**src/rtl/tbit_poll_pkg.sv**
```systemverilog
// Package: state encodings shared by the poller's submodules.
package tbit_poll_pkg;

    // Bus access sequencer phases.
    typedef enum logic [1:0] {
        BS_IDLE,
        BS_LOW,
        BS_REC
    } bus_st_t;

    // Polling decision machine states.
    typedef enum logic [2:0] {
        PS_IDLE,
        PS_RD_REQ,
        PS_RD_WAIT,
        PS_WR_REQ,
        PS_WR_WAIT
    } poll_st_t;

endpackage

```
**src/rtl/tbit_bus_strobe.sv**
```systemverilog
// Module: tbit_bus_strobe
// Runs one asynchronous bus access per go pulse: a strobe-low phase of
// LOW_CYC cycles, then a recovery phase of REC_CYC cycles with every
// strobe high. For a read, the status is captured on the last low cycle.
// Assumes: go is only raised while idle; LOW_CYC >= 1 and REC_CYC >= 1.
module tbit_bus_strobe
    import tbit_poll_pkg::*;
#(
    parameter int DW      = 8,
    parameter int LOW_CYC = 3,
    parameter int REC_CYC = 2
) (
    input  logic          clk,
    input  logic          rst_n,
    input  logic          go,
    input  logic          go_wr,
    input  logic [DW-1:0] wdata,
    input  logic [DW-1:0] din,
    output logic          ce_n,
    output logic          oe_n,
    output logic          we_n,
    output logic [DW-1:0] dout,
    output logic [DW-1:0] rdata,
    output logic          cyc_done
);
    localparam int MAXC = (LOW_CYC > REC_CYC) ? LOW_CYC : REC_CYC;
    localparam int CW   = $clog2(MAXC + 1);

    bus_st_t       st;
    logic [CW-1:0] cnt;
    logic          wr_q;
    logic [DW-1:0] wdata_q;

    // Phase sequencing, read capture and write-data hold.
    always_ff @(posedge clk) begin
        if (!rst_n) begin
            st      <= BS_IDLE;
            cnt     <= '0;
            wr_q    <= 1'b0;
            wdata_q <= '0;
            rdata   <= '0;
        end else begin
            case (st)
                BS_IDLE: begin
                    if (go) begin
                        st      <= BS_LOW;
                        cnt     <= '0;
                        wr_q    <= go_wr;
                        wdata_q <= wdata;
                    end
                end
                BS_LOW: begin
                    if (cnt == CW'(LOW_CYC - 1)) begin
                        if (!wr_q) rdata <= din;
                        st  <= BS_REC;
                        cnt <= '0;
                    end else begin
                        cnt <= cnt + 1'b1;
                    end
                end
                BS_REC: begin
                    if (cnt == CW'(REC_CYC - 1)) begin
                        st  <= BS_IDLE;
                        cnt <= '0;
                    end else begin
                        cnt <= cnt + 1'b1;
                    end
                end
                default: st <= BS_IDLE;
            endcase
        end
    end

    // Strobes are decoded straight from the phase, so they are glitch-free per cycle.
    assign ce_n     = (st != BS_LOW);
    assign oe_n     = !((st == BS_LOW) && !wr_q);
    assign we_n     = !((st == BS_LOW) && wr_q);
    assign dout     = wr_q ? wdata_q : '0;
    assign cyc_done = (st == BS_REC) && (cnt == CW'(REC_CYC - 1));

endmodule

```
**src/rtl/tbit_poll_fsm.sv**
```systemverilog
// Module: tbit_poll_fsm
// Decides completion from consecutive status reads. The first read of a
// pair sets the reference. A steady toggle bit means done. A changing bit
// with the error flag set gets one confirming pair; if that pair also
// changes, the reset word is written. A changing bit with the flag clear
// keeps polling, up to MAX_READS reads.
// Assumes: the sequencer raises cyc_done once per issued access.
module tbit_poll_fsm
    import tbit_poll_pkg::*;
#(
    parameter int AW        = 20,
    parameter int DW        = 8,
    parameter int TOG_BIT   = 6,
    parameter int ERR_BIT   = 5,
    parameter int MAX_READS = 256
) (
    input  logic          clk,
    input  logic          rst_n,
    input  logic          start,
    input  logic [AW-1:0] addr_in,
    input  logic [DW-1:0] rdata,
    input  logic          cyc_done,
    output logic          go,
    output logic          go_wr,
    output logic [AW-1:0] bus_addr,
    output logic          busy,
    output logic          done,
    output logic          fail,
    output logic          tmo
);
    localparam int RCW = $clog2(MAX_READS + 3);

    poll_st_t       st;
    logic [AW-1:0]  addr_q;
    logic [RCW-1:0] rd_cnt;
    logic [RCW-1:0] rd_num;
    logic           prev_tb;
    logic           have_ref;
    logic           confirm;
    logic           cur_tb;
    logic           cur_err;
    logic           done_q, fail_q, tmo_q;

    // Decode of the freshly captured status and the running read count.
    always_comb begin
        cur_tb  = rdata[TOG_BIT];
        cur_err = rdata[ERR_BIT];
        rd_num  = rd_cnt + 1'b1;
    end

    // Polling decisions, address hold and one-cycle result pulses.
    always_ff @(posedge clk) begin
        if (!rst_n) begin
            st       <= PS_IDLE;
            addr_q   <= '0;
            rd_cnt   <= '0;
            prev_tb  <= 1'b0;
            have_ref <= 1'b0;
            confirm  <= 1'b0;
            done_q   <= 1'b0;
            fail_q   <= 1'b0;
            tmo_q    <= 1'b0;
        end else begin
            done_q <= 1'b0;
            fail_q <= 1'b0;
            tmo_q  <= 1'b0;
            case (st)
                PS_IDLE: begin
                    if (start) begin
                        addr_q   <= addr_in;
                        rd_cnt   <= '0;
                        have_ref <= 1'b0;
                        confirm  <= 1'b0;
                        st       <= PS_RD_REQ;
                    end
                end
                PS_RD_REQ: st <= PS_RD_WAIT;
                PS_RD_WAIT: begin
                    if (cyc_done) begin
                        rd_cnt  <= rd_num;
                        prev_tb <= cur_tb;
                        if (!have_ref) begin
                            have_ref <= 1'b1;
                            st       <= PS_RD_REQ;
                        end else if (cur_tb == prev_tb) begin
                            done_q <= 1'b1;
                            st     <= PS_IDLE;
                        end else if (confirm) begin
                            st <= PS_WR_REQ;
                        end else if (cur_err) begin
                            confirm  <= 1'b1;
                            have_ref <= 1'b0;
                            st       <= PS_RD_REQ;
                        end else if (rd_num >= RCW'(MAX_READS)) begin
                            tmo_q <= 1'b1;
                            st    <= PS_IDLE;
                        end else begin
                            st <= PS_RD_REQ;
                        end
                    end
                end
                PS_WR_REQ: st <= PS_WR_WAIT;
                PS_WR_WAIT: begin
                    if (cyc_done) begin
                        fail_q <= 1'b1;
                        st     <= PS_IDLE;
                    end
                end
                default: st <= PS_IDLE;
            endcase
        end
    end

    assign go       = (st == PS_RD_REQ) || (st == PS_WR_REQ);
    assign go_wr    = (st == PS_WR_REQ);
    assign bus_addr = addr_q;
    assign busy     = (st != PS_IDLE);
    assign done     = done_q;
    assign fail     = fail_q;
    assign tmo      = tmo_q;

endmodule

```
**src/rtl/tbit_poll_ctrl.sv**
```systemverilog
// Module: tbit_poll_ctrl (top)
// Toggle-bit completion poller. It joins the decision machine to the
// bus access sequencer. The bank address changes only at start, and start
// is accepted only while idle with every strobe high.
// Assumes: the device drives bus_din while bus_ce_n and bus_oe_n are low.
module tbit_poll_ctrl #(
    parameter int          AW        = 20,
    parameter int          DW        = 8,
    parameter int          TOG_BIT   = 6,
    parameter int          ERR_BIT   = 5,
    parameter int          LOW_CYC   = 3,
    parameter int          REC_CYC   = 2,
    parameter int          MAX_READS = 256,
    parameter int unsigned RST_WORD  = 32'h0000_00F0
) (
    input  logic          clk,
    input  logic          rst_n,
    input  logic          start,
    input  logic [AW-1:0] poll_addr,
    output logic          busy,
    output logic          done,
    output logic          fail,
    output logic          tmo,
    output logic [AW-1:0] bus_addr,
    output logic          bus_ce_n,
    output logic          bus_oe_n,
    output logic          bus_we_n,
    output logic [DW-1:0] bus_dout,
    input  logic [DW-1:0] bus_din
);
    localparam logic [DW-1:0] RST_W = DW'(RST_WORD);

    logic          go, go_wr, cyc_done;
    logic [DW-1:0] rdata;

    tbit_poll_fsm #(
        .AW(AW), .DW(DW), .TOG_BIT(TOG_BIT), .ERR_BIT(ERR_BIT),
        .MAX_READS(MAX_READS)
    ) u_fsm (
        .clk(clk), .rst_n(rst_n), .start(start), .addr_in(poll_addr),
        .rdata(rdata), .cyc_done(cyc_done), .go(go), .go_wr(go_wr),
        .bus_addr(bus_addr), .busy(busy), .done(done), .fail(fail), .tmo(tmo)
    );

    tbit_bus_strobe #(
        .DW(DW), .LOW_CYC(LOW_CYC), .REC_CYC(REC_CYC)
    ) u_strobe (
        .clk(clk), .rst_n(rst_n), .go(go), .go_wr(go_wr), .wdata(RST_W),
        .din(bus_din), .ce_n(bus_ce_n), .oe_n(bus_oe_n), .we_n(bus_we_n),
        .dout(bus_dout), .rdata(rdata), .cyc_done(cyc_done)
    );

endmodule

```
**config.mk**
```make
export PLATFORM = sky130hd
export DESIGN_NAME = tbit_poll_ctrl
export DESIGN_NICKNAME = d
export VERILOG_FILES = /design/src/rtl/tbit_poll_pkg.sv /design/src/rtl/tbit_bus_strobe.sv /design/src/rtl/tbit_poll_fsm.sv /design/src/rtl/tbit_poll_ctrl.sv
export SDC_FILE = /design/constraint.sdc
export NUM_CORES = 1
export LEC_CHECK = 0
export BUFFER_PORTS_ARGS = -buffer_cell sky130_fd_sc_hd__buf_2
export CORE_UTILIZATION = 50
export DETAILED_ROUTE_END_ITERATION = 7
export GPL_TIMING_DRIVEN = 0
export PLACE_DENSITY = 0.78
export SETUP_SLACK_MARGIN = 0.05
export SLEW_MARGIN = 20
export SYNTH_ARGS = -nofsm -noshare
export SYNTH_HDL_FRONTEND = slang
export SYNTH_SLANG_ARGS = --single-unit
```
**constraint.sdc**
```tcl
create_clock -name clk -period 4.2 [get_ports clk]
set_clock_uncertainty 0.15 [all_clocks]
set_input_delay 0.63 -clock clk [delete_from_list [all_inputs] [get_ports clk]]
set_output_delay 0.63 -clock clk [all_outputs]
set_load 0.01 [all_outputs]
```
Word-level counts from Yosys, hierarchy flattened
Cells that the tools add are included.
{"block": "word_totals", "inputBits": 31, "out_inout_bits": 35, "regBits": 51, "word_cells": 101}
{"block": "op_classes", "bitwise_logic": 5, "n_mux": 37, "n_addsub": 2, "order_cmp": 1, "n_reduce_logical": 24, "n_eq_ne": 18}
{"cell": "$mux 3", "count": 6}
{"cell": "$mux 9", "count": 2}
{"cell": "$pmux 9 s2", "count": 1}
{"cell": "$mux 1", "count": 16}
{"cell": "$pmux 3 s5", "count": 1}
{"cell": "$mux 2", "count": 6}
{"cell": "$pmux 2 s3", "count": 2}
{"cell": "$reduce_and 3->1", "count": 4}
{"cell": "$ne 2x2->1 const B", "count": 5}
{"cell": "$reduce_and 2->1", "count": 5}
{"cell": "$add 9x1->9 const B", "count": 1}
{"cell": "$ge 9x9->1 const B", "count": 1}
{"cell": "$mux 8", "count": 1}
{"cell": "$ne 2x1->1 const B", "count": 4}
{"cell": "$reduce_or 7->1", "count": 1}
{"cell": "$eq 3x2->1 const B", "count": 2}
{"cell": "$reduce_bool 3->1", "count": 2}
{"cell": "$not 1->1", "count": 5}
{"cell": "$reduce_and 5->1", "count": 1}
{"cell": "$eq 2x1->1 const B", "count": 2}
{"cell": "$eq 2x2->1 const B", "count": 2}
{"cell": "$pmux 1 s2", "count": 2}
{"cell": "$reduce_and 4->1", "count": 1}
{"cell": "$eq 3x1->1 const B", "count": 1}
{"cell": "9 further kinds", "count": 13}

Logic depth before layout (Yosys ltp)
Gate-level depths: netlist of run 1.
{"block": "logic_depth", "ltp_word": 9, "ltp_mapped": 7, "ltp_nobuf": 6}

Cells and area by module
Synthesis of run 1 repeated with hierarchy kept, for this count alone.
{"block": "hier_totals", "hier_cells": 296, "hier_area_um2": 2588.7}
{"mod": "tbit_poll_fsm", "seq_area_each_um2": 760.7, "area_per_inst_um2": 1555.2, "n_inst": 1, "cells_each": 185}
{"mod": "tbit_bus_strobe", "seq_area_each_um2": 420.4, "area_per_inst_um2": 1026.0, "n_inst": 1, "cells_each": 109}
{"mod": "tbit_poll_ctrl", "seq_area_each_um2": 0.0, "area_per_inst_um2": 7.5, "n_inst": 1, "cells_each": 2}

Worst setup path after synthesis of run 1
OpenSTA, ideal clock, no wires.
{"block": "synth_timing", "path_kind": "register to register", "startpoint": "register u_strobe.st[0]", "endpoint": "register u_fsm.rd_cnt[7]", "t_required_ps": 3980, "path_stages_with_launch": 8, "arrival_time_ps": 1559, "slack_ps": 2421, "cell_sequence": "dfxtp_1 > inv_1 > ha_1 > and3b_1 > buf_2 > nand2_2 > or4_1 > a21oi_1"}
{"block": "synth_between", "elab_chain_len": 4}
{"item": "from (decl)", "line_no": "tbit_bus_strobe.sv:29", "text": "bus_st_t st;"}
{"item": "from (signal assigned)", "line_no": "tbit_bus_strobe.sv:37", "text": "st <= BS_IDLE;"}
{"item": "from (signal assigned)", "line_no": "tbit_bus_strobe.sv:46", "text": "st <= BS_LOW;"}
{"item": "from (signal assigned)", "line_no": "tbit_bus_strobe.sv:55", "text": "st <= BS_REC;"}
{"item": "$eq 2x2->1", "line_no": "tbit_bus_strobe.sv:79", "text": "assign cyc_done = (st == BS_REC) && (cnt == CW'(REC_CYC - 1));"}
{"item": "$logic_and 1x1->1", "line_no": "tbit_bus_strobe.sv:79"}
{"item": "$ne 2x2->1 (no line)"}
{"item": "$reduce_and 3->1 (no line)"}
{"item": "to (signal assigned)", "line_no": "tbit_poll_fsm.sv:80", "text": "rd_cnt <= rd_num;"}
{"item": "to (decl)", "line_no": "tbit_poll_fsm.sv:35", "text": "logic [RCW-1:0] rd_cnt;"}
No other way between the ends.
A chain may end at the register's enable or synchronous reset.

Worst setup path after layout of run 1
{"block": "layout_timing", "startpoint": "register u_fsm.st[0]", "endpoint": "output port busy"}
{"block": "layout_between", "elab_chain_len": 1}
{"item": "from (decl)", "line_no": "tbit_poll_fsm.sv:33", "text": "poll_st_t st;"}
{"item": "from (signal assigned)", "line_no": "tbit_poll_fsm.sv:54", "text": "st <= PS_IDLE;"}
{"item": "from (signal assigned)", "line_no": "tbit_poll_fsm.sv:74", "text": "st <= PS_RD_REQ;"}
{"item": "from (signal assigned)", "line_no": "tbit_poll_fsm.sv:77", "text": "PS_RD_REQ: st <= PS_RD_WAIT;"}
{"item": "$reduce_bool 3->1", "line_no": "tbit_poll_fsm.sv:117", "text": "assign busy = (st != PS_IDLE);"}
{"item": "to (decl)", "line_no": "tbit_poll_ctrl.sv:20", "text": "output logic busy,"}
No other way between the ends.

==> impl_metrics.csv, run 1 <==
group,metric,value,unit
die,io_pins,66,
logic_synthesis,synth_edf_count,0,
clock_tree,cts_sinks,46,
pwr,swShare,26.2,%
routing,wire_per_inst,12.4,µm
global_route,grt_overflow_total,0,
logic_synthesis,ys.flop_type,"dfxtp_1",
logic_synthesis,netlist_instances,251,
logic_synthesis,synth_cell_types,49,
routing,routed_wl,4.53,mm
place,place.gp.congestion,0.872,
setup_path,end_kind,"primary output",
timing,fin_ws,2060,ps
timing,worst_pin_slew,593,ps
timing,final.setup.tns,0,ps
clock_tree,cts_buffer_depth,2,
cells_and_area,multi_input_area,1100,µm²
routing,vias,1903,
routing,drtAntennaViolNets,0,
pwr,pwr-share-clk,31.9,%
clock_tree,tritoncts,"yes",
die,dieArea,4530,µm²
routing,drt-vias-per-instance,5.19,
clock_tree,cts_resized,0,
clock_tree,path_clk_slew,80,ps
place,post-place-ws,2160,ps
global_route,grt_max_degree,14,
global_route,antenna_found_initial,0,
timing,hold_viol,0,
pwr,pwr-share-seq,53.0,%
timing,fin_crit_sh,51.0,%
pwr,p_per_area,339,nW/µm²
timing,setup_viol,0,
min_path,hold_depth,2,
timing,slew_violations,0,
clock_tree,postCtsHoldBufs,0,
place,port_buffers,55,
logic_synthesis,ys_seq_area_share,43.2,%
setup_path,critPathLaunchType,"register",
global_route,grt_usage,20.1,%
place,post_dp_cell_area,2480,µm²
setup_path,cp_max_fo,10,
cells_and_area,syn_to_final_growth,20.6,%
clock_tree,numCtsBuffers,5,
global_route,grt_pass1_wl,6.82,mm
pwr,ir_worst_vdd,261,µV
logic_synthesis,yosys_warnings,0,
run,maxCapViolations,0,
cells_and_area,antennaDiodeCount,0,
min_path,min_path_type,"register to register",
clock_tree,htree_levels,2,
pwr,internal-power,643,µW
setup_path,critPathKind,"register to primary output",
logic_synthesis,async_flop_share,0,%
setup_path,critPathArrivalTime,1360,ps
die,coreArea,4060,µm²
clock_tree,clock_latency,290,ps
die,die_x,67.3,µm
logic_synthesis,synth_seq_cells,46,
logic_synthesis,netlist_area,2130,µm²
cells_and_area,final_nets,351,
timing,rsz0062_at_grt,"false",
clock_tree,cts_post_setup_buffers_inserted,0,
cells_and_area,nFillCells,352,
die,initial_utilization,52.6,%
setup_path,required,3420,ps
status,run_status,"completed",
timing,fmax,467,MHz
setup_path,rr_worst_depth,7,
pwr,comb_power_share,15.0,%
pwr,p_leak,1.12,nW
cells_and_area,seqCellArea,921,µm²
timing,min_period,2140,ps
global_route,grt_pass1_vias,1522,
die,fp.dieH,67.3,µm
die,row_count,23,
routing,drc,0,
cells_and_area,drive_above_1_share,25.6,%
clock_tree,clockRootBuffer,"clkbuf_8",
timing,relSlewSlack,59.9,%
setup_path,reg2reg_slack,2190,ps
logic_synthesis,synth.avg_cell_area,8.50,µm²
pwr,power_switching,229,µW
place,place.detailed.hpwl,3.32,mm
routing,drtIter0Drc,83,
cells_and_area,final_area,2570,µm²
routing,first_pass_iters,4,
## layout make-up
type,instances,area share [%]
Timing Repair Buffer,55,10.7
Buffer,19,4.18
Inverter,4,0.583
Sequential cell,46,35.8
Multi-Input combinational cell,185,42.8
Clock inverter,1,0.194
Tap cell,50,2.43
Clock buffer,7,3.35
## cells in the mapped netlist, drive strengths merged (6+ instances only)
library cell | number | area, µm²
nor2 | 11 | 43.8
clkbuf | 6 | 22.5
dfxtp | 46 | 921
nand2 | 58 | 220
a21oi | 9 | 45.0
nor2b | 6 | 37.5
buf | 13 | 85.1
nand2b | 7 | 43.8
nand3 | 6 | 30.0
a21boi | 26 | 195
## power by group through the flow
stage | logic, mW | clock network [mW] | registers (mW)
detailed placement | 0.131 | 0 | 0.473
global route | 0.146 | 0.297 | 0.465
finish | 0.131 | 0.278 | 0.462
global placement | 0.129 | 0 | 0.472
floorplan | 0.0784 | 0 | 0.479
CTS | 0.131 | 0.283 | 0.462
## cell usage in the layout (no fill, tap or decap), drive strengths merged, types with 2 or more instances in the layout
cell type   n
nor3b       2
dfxtp      46
and2        2
nand2b      7
or3b        2
buf        68
inv         4
nor4        3
a21boi     26
nand3b      2
nand4       5
o21ai       5
a21oi       9
a32oi       2
nand3       6
or3         3
or4         2
ha          4
clkbuf     13
nor2       11
a31oi       2
conb        4
o211ai      2
mux2i       3
xor2        5
nand2      58
nor2b       6
## state kept, by name, summed over array words and instances, names as in the netlist
name,count
u_fsm.have_ref,1
u_fsm.st,3
u_fsm.prev_tb,1
u_strobe.st,2
u_strobe.wdata_q,1
u_fsm.done,1
u_fsm.bus_addr,20
u_fsm.fail,1
u_fsm.confirm,1
u_fsm.rd_cnt,9
u_fsm.tmo,1
u_strobe.wr_q,1
u_strobe.cnt,2
u_strobe.rdata,2
## worst paths after layout
check / startpoint / endpoint
min: u_fsm.bus_addr[15] / u_fsm.bus_addr[15]
min reg2reg: u_fsm.bus_addr[15] / u_fsm.bus_addr[15]
max: u_fsm.st[0] / busy
max reg2reg: u_strobe.st[0] / u_fsm.rd_cnt[7]
## logic make-up (layout without fill, tap and decap cells)
group,after synthesis,after routing,share of synthesized area (%)
mux,3,3,1.41
simple gates,116,116,27.8
other cells,1,4,0.176
compound gates,52,52,16.9
xor+xnor,6,6,2.46
flops,46,46,43.2
fa+ha+maj,4,4,2.35
buf+inv,23,86,5.75
## through the flow
| step | hold WS, ps | cells | power (mW) | util (%) |
|---|---|---|---|---|
| 6_report | 298 | 367 | 0.872 | 63.4 |
| 5_1_grt | 327 | 367 | 0.907 | 63.4 |
| 4_1_cts | 303 | 367 | 0.877 | 63.4 |
| 3_5_place_dp | 291 | 359 | 0.603 | 61.2 |
| 3_3_place_gp | 287 | 359 | 0.601 | 61.2 |
| 2_1_floorplan | 297 | 254 | 0.557 | - |
## critical path, stage by stage, from the launching register on
cell and delay (ps):
dfxtp_1 310, buf_2 170, or3_1 430, buf_2 160
## routing by layer
layer / GRT usage, % / up-vias / part of all wire [%] / wire length, µm
met5: 0 / - / 0 / 0
met4: 7.45 / 0 / 1.8 / 81
met1: 26.5 / 872 / 48 / 2190
li1: - / 976 / - / -
met3: 4.05 / 9 / 3.6 / 163
met2: 32.0 / 46 / 46 / 2090
Note: power is estimated with default switching activity, not from simulation.
==> run 2: changes to the inputs <==
clock period = 2 ns   (was 4.2 ns; I/O delays follow)
==> run 2 against run 1 <==
Cell count is 0.27% higher. Sequential share of layout area is 0.17 points lower. Count of clock-buffer cells in the layout stayed put. Utilization is 0.31 points higher. Non-clock buffer count is 1 higher. Total power is 110% higher. Highest routed layer unchanged.
==> impl_metrics.csv, run 2 (synthesis results as in run 1) <==
group,metric,value,unit
pwr,comb_power_share,15.1,%
pwr,swShare,26.1,%
setup_path,cpMaxStageDelayCell,"or4_1",
die,row_count,23,
clock_tree,cts_buffer_depth,2,
pwr,p_per_area,707,nW/µm²
pwr,power_switching,478,µW
cells_and_area,final_nets,352,
routing,vias,1910,
clock_tree,numCtsBuffers,5,
global_route,grt_pass1_wl,6.82,mm
setup_path,critPathArrivalTime,1950,ps
die,coreArea,4060,µm²
setup_path,critPathKind,"register to register",
pwr,pwr-share-clk,31.8,%
run,maxCapViolations,0,
pwr,ir_worst_vdd,549,µV
cells_and_area,syn_to_final_growth,21.2,%
setup_path,reg2reg_slack,130,ps
global_route,grtUsageMet3,4.05,%
timing,slew_violations,0,
routing,drt-vias-per-instance,5.19,
min_path,min_path_type,"input port to register",
pwr,pwr-share-seq,53.1,%
pwr,power,1.83,mW
pwr,p_leak,1.12,nW
timing,fmax,534,MHz
clock_tree,htree_levels,2,
timing,rsz0062_at_grt,"false",
global_route,antenna_found_initial,0,
routing,first_pass_iters,4,
routing,drtAntennaViolNets,0,
timing,final.setup.tns,0,ps
clock_tree,clockRootBuffer,"clkbuf_8",
global_route,top_usage_layer,"met2",
die,dieArea,4530,µm²
cells_and_area,layout_commonest_cell,"buf_2",
global_route,met1_usage,26.5,%
clock_tree,cts_sinks,46,
place,port_buffers,55,
place,place.gp.congestion,0.872,
die,fp.dieH,67.3,µm
timing,min_period,1870,ps
global_route,grt_max_degree,14,
pwr,internal-power,1.35,mW
routing,drtIter0Drc,100,
clock_tree,tritoncts,"yes",
setup_path,critPathLaunchType,"register",
setup_path,required,2080,ps
cells_and_area,antennaDiodeCount,0,
cells_and_area,nFillCells,349,
die,io_pins,66,
place,place.detailed.hpwl,3.32,mm
die,die_x,67.3,µm
die,initial_utilization,52.6,%
routing,wire_per_inst,12.3,µm
clock_tree,path_clk_slew,80,ps
routing,routed_wl,4.52,mm
setup_path,end_kind,"register",
setup_path,slowest_delay,510,ps
setup_path,cp_max_fo,7,
status,run_status,"completed",
timing,relSlewSlack,60.5,%
routing,drc,0,
timing,fin_crit_sh,93.6,%
cells_and_area,drive_above_1_share,26.4,%
timing,setup_viol,0,
timing,worst_pin_slew,585,ps
clock_tree,clock_latency,290,ps
cells_and_area,largest_reg_flops,20,
timing,fin_hold_ws,83.4,ps
setup_path,cp_cell_sequence,"inv_2 -> ha_2 -> and3b_1 -> buf_4 -> nand2_2 -> or4_1 -> a21oi_1",
global_route,grtUsageMet2,32.0,%
global_route,grt_pass1_vias,1522,
timing,hold_viol,0,
global_route,grt_overflow_total,0,
global_route,grt_usage,20.1,%
cells_and_area,mostFrequentLayoutCells,"59 x buf_2, 57 x nand2_1, 46 x dfxtp_1",
run 2: cell types whose count changed in the layout (fill, tap and decap cells not counted), sizes merged:
cell,delta
buf,+1
run 2: power groups by stage:
stage	Clock [mW]	Combinational [mW]	Sequential, mW
floorplan	0	0.165	1.01
global placement	0	0.271	0.991
detailed placement	0	0.274	0.992
CTS	0.595	0.276	0.971
global route	0.623	0.308	0.976
finish	0.582	0.276	0.971
run 2: what timing repair did:
action,CTS,global route
cloned,0,0
gates resized for setup,2,1
hold buffers,0,0
setup buffers,0,1
endpoints found under the setup margin,1,2
run 2: final cells by class:
cell class | count | area, µm² | share of cell area [%]
Buffer | 19 | 110 | 4.26
Clock buffer | 7 | 86.3 | 3.34
Multi-Input combinational cell | 185 | 1100 | 42.7
Tap cell | 50 | 62.6 | 2.42
Inverter | 4 | 15.0 | 0.581
Sequential cell | 46 | 921 | 35.6
Timing Repair Buffer | 56 | 283 | 10.9
Clock inverter | 1 | 5.00 | 0.194
run 2: final timing paths:
check,startpoint,cells past startpoint,end
setup reg to reg,u_strobe.st[0],7,u_fsm.rd_cnt[7]
setup / recovery,u_strobe.st[0],7,u_fsm.rd_cnt[7]
hold / removal,poll_addr[3],3,u_fsm.bus_addr[3]
hold reg to reg,u_fsm.bus_addr[15],2,u_fsm.bus_addr[15]
run 2: layer usage:
layer  wire (µm)  vias up
met1        2160      873
met4          81        0
met3         188        9
met5           0        -
li1            -      980
met2        2100       48
run 2: worst max-delay path, delay by kind of cell (launching register included):
family | cells | cell delay, ps
fa+ha+maj | 1 | 190
compound gates | 1 | 140
flops | 1 | 350
simple gates | 3 | 770
buf+inv | 2 | 210
run 2: stage by stage:
step	util [%]	setup slack (ps)	std cells	instance area, µm²
after floorplan	-	221	254	2140
after global placement	61.2	87.9	359	2480
after detailed placement	61.2	35.5	359	2480
after CTS	63.6	76.7	367	2580
after global routing	63.7	62.8	368	2590
final	63.7	128	368	2590
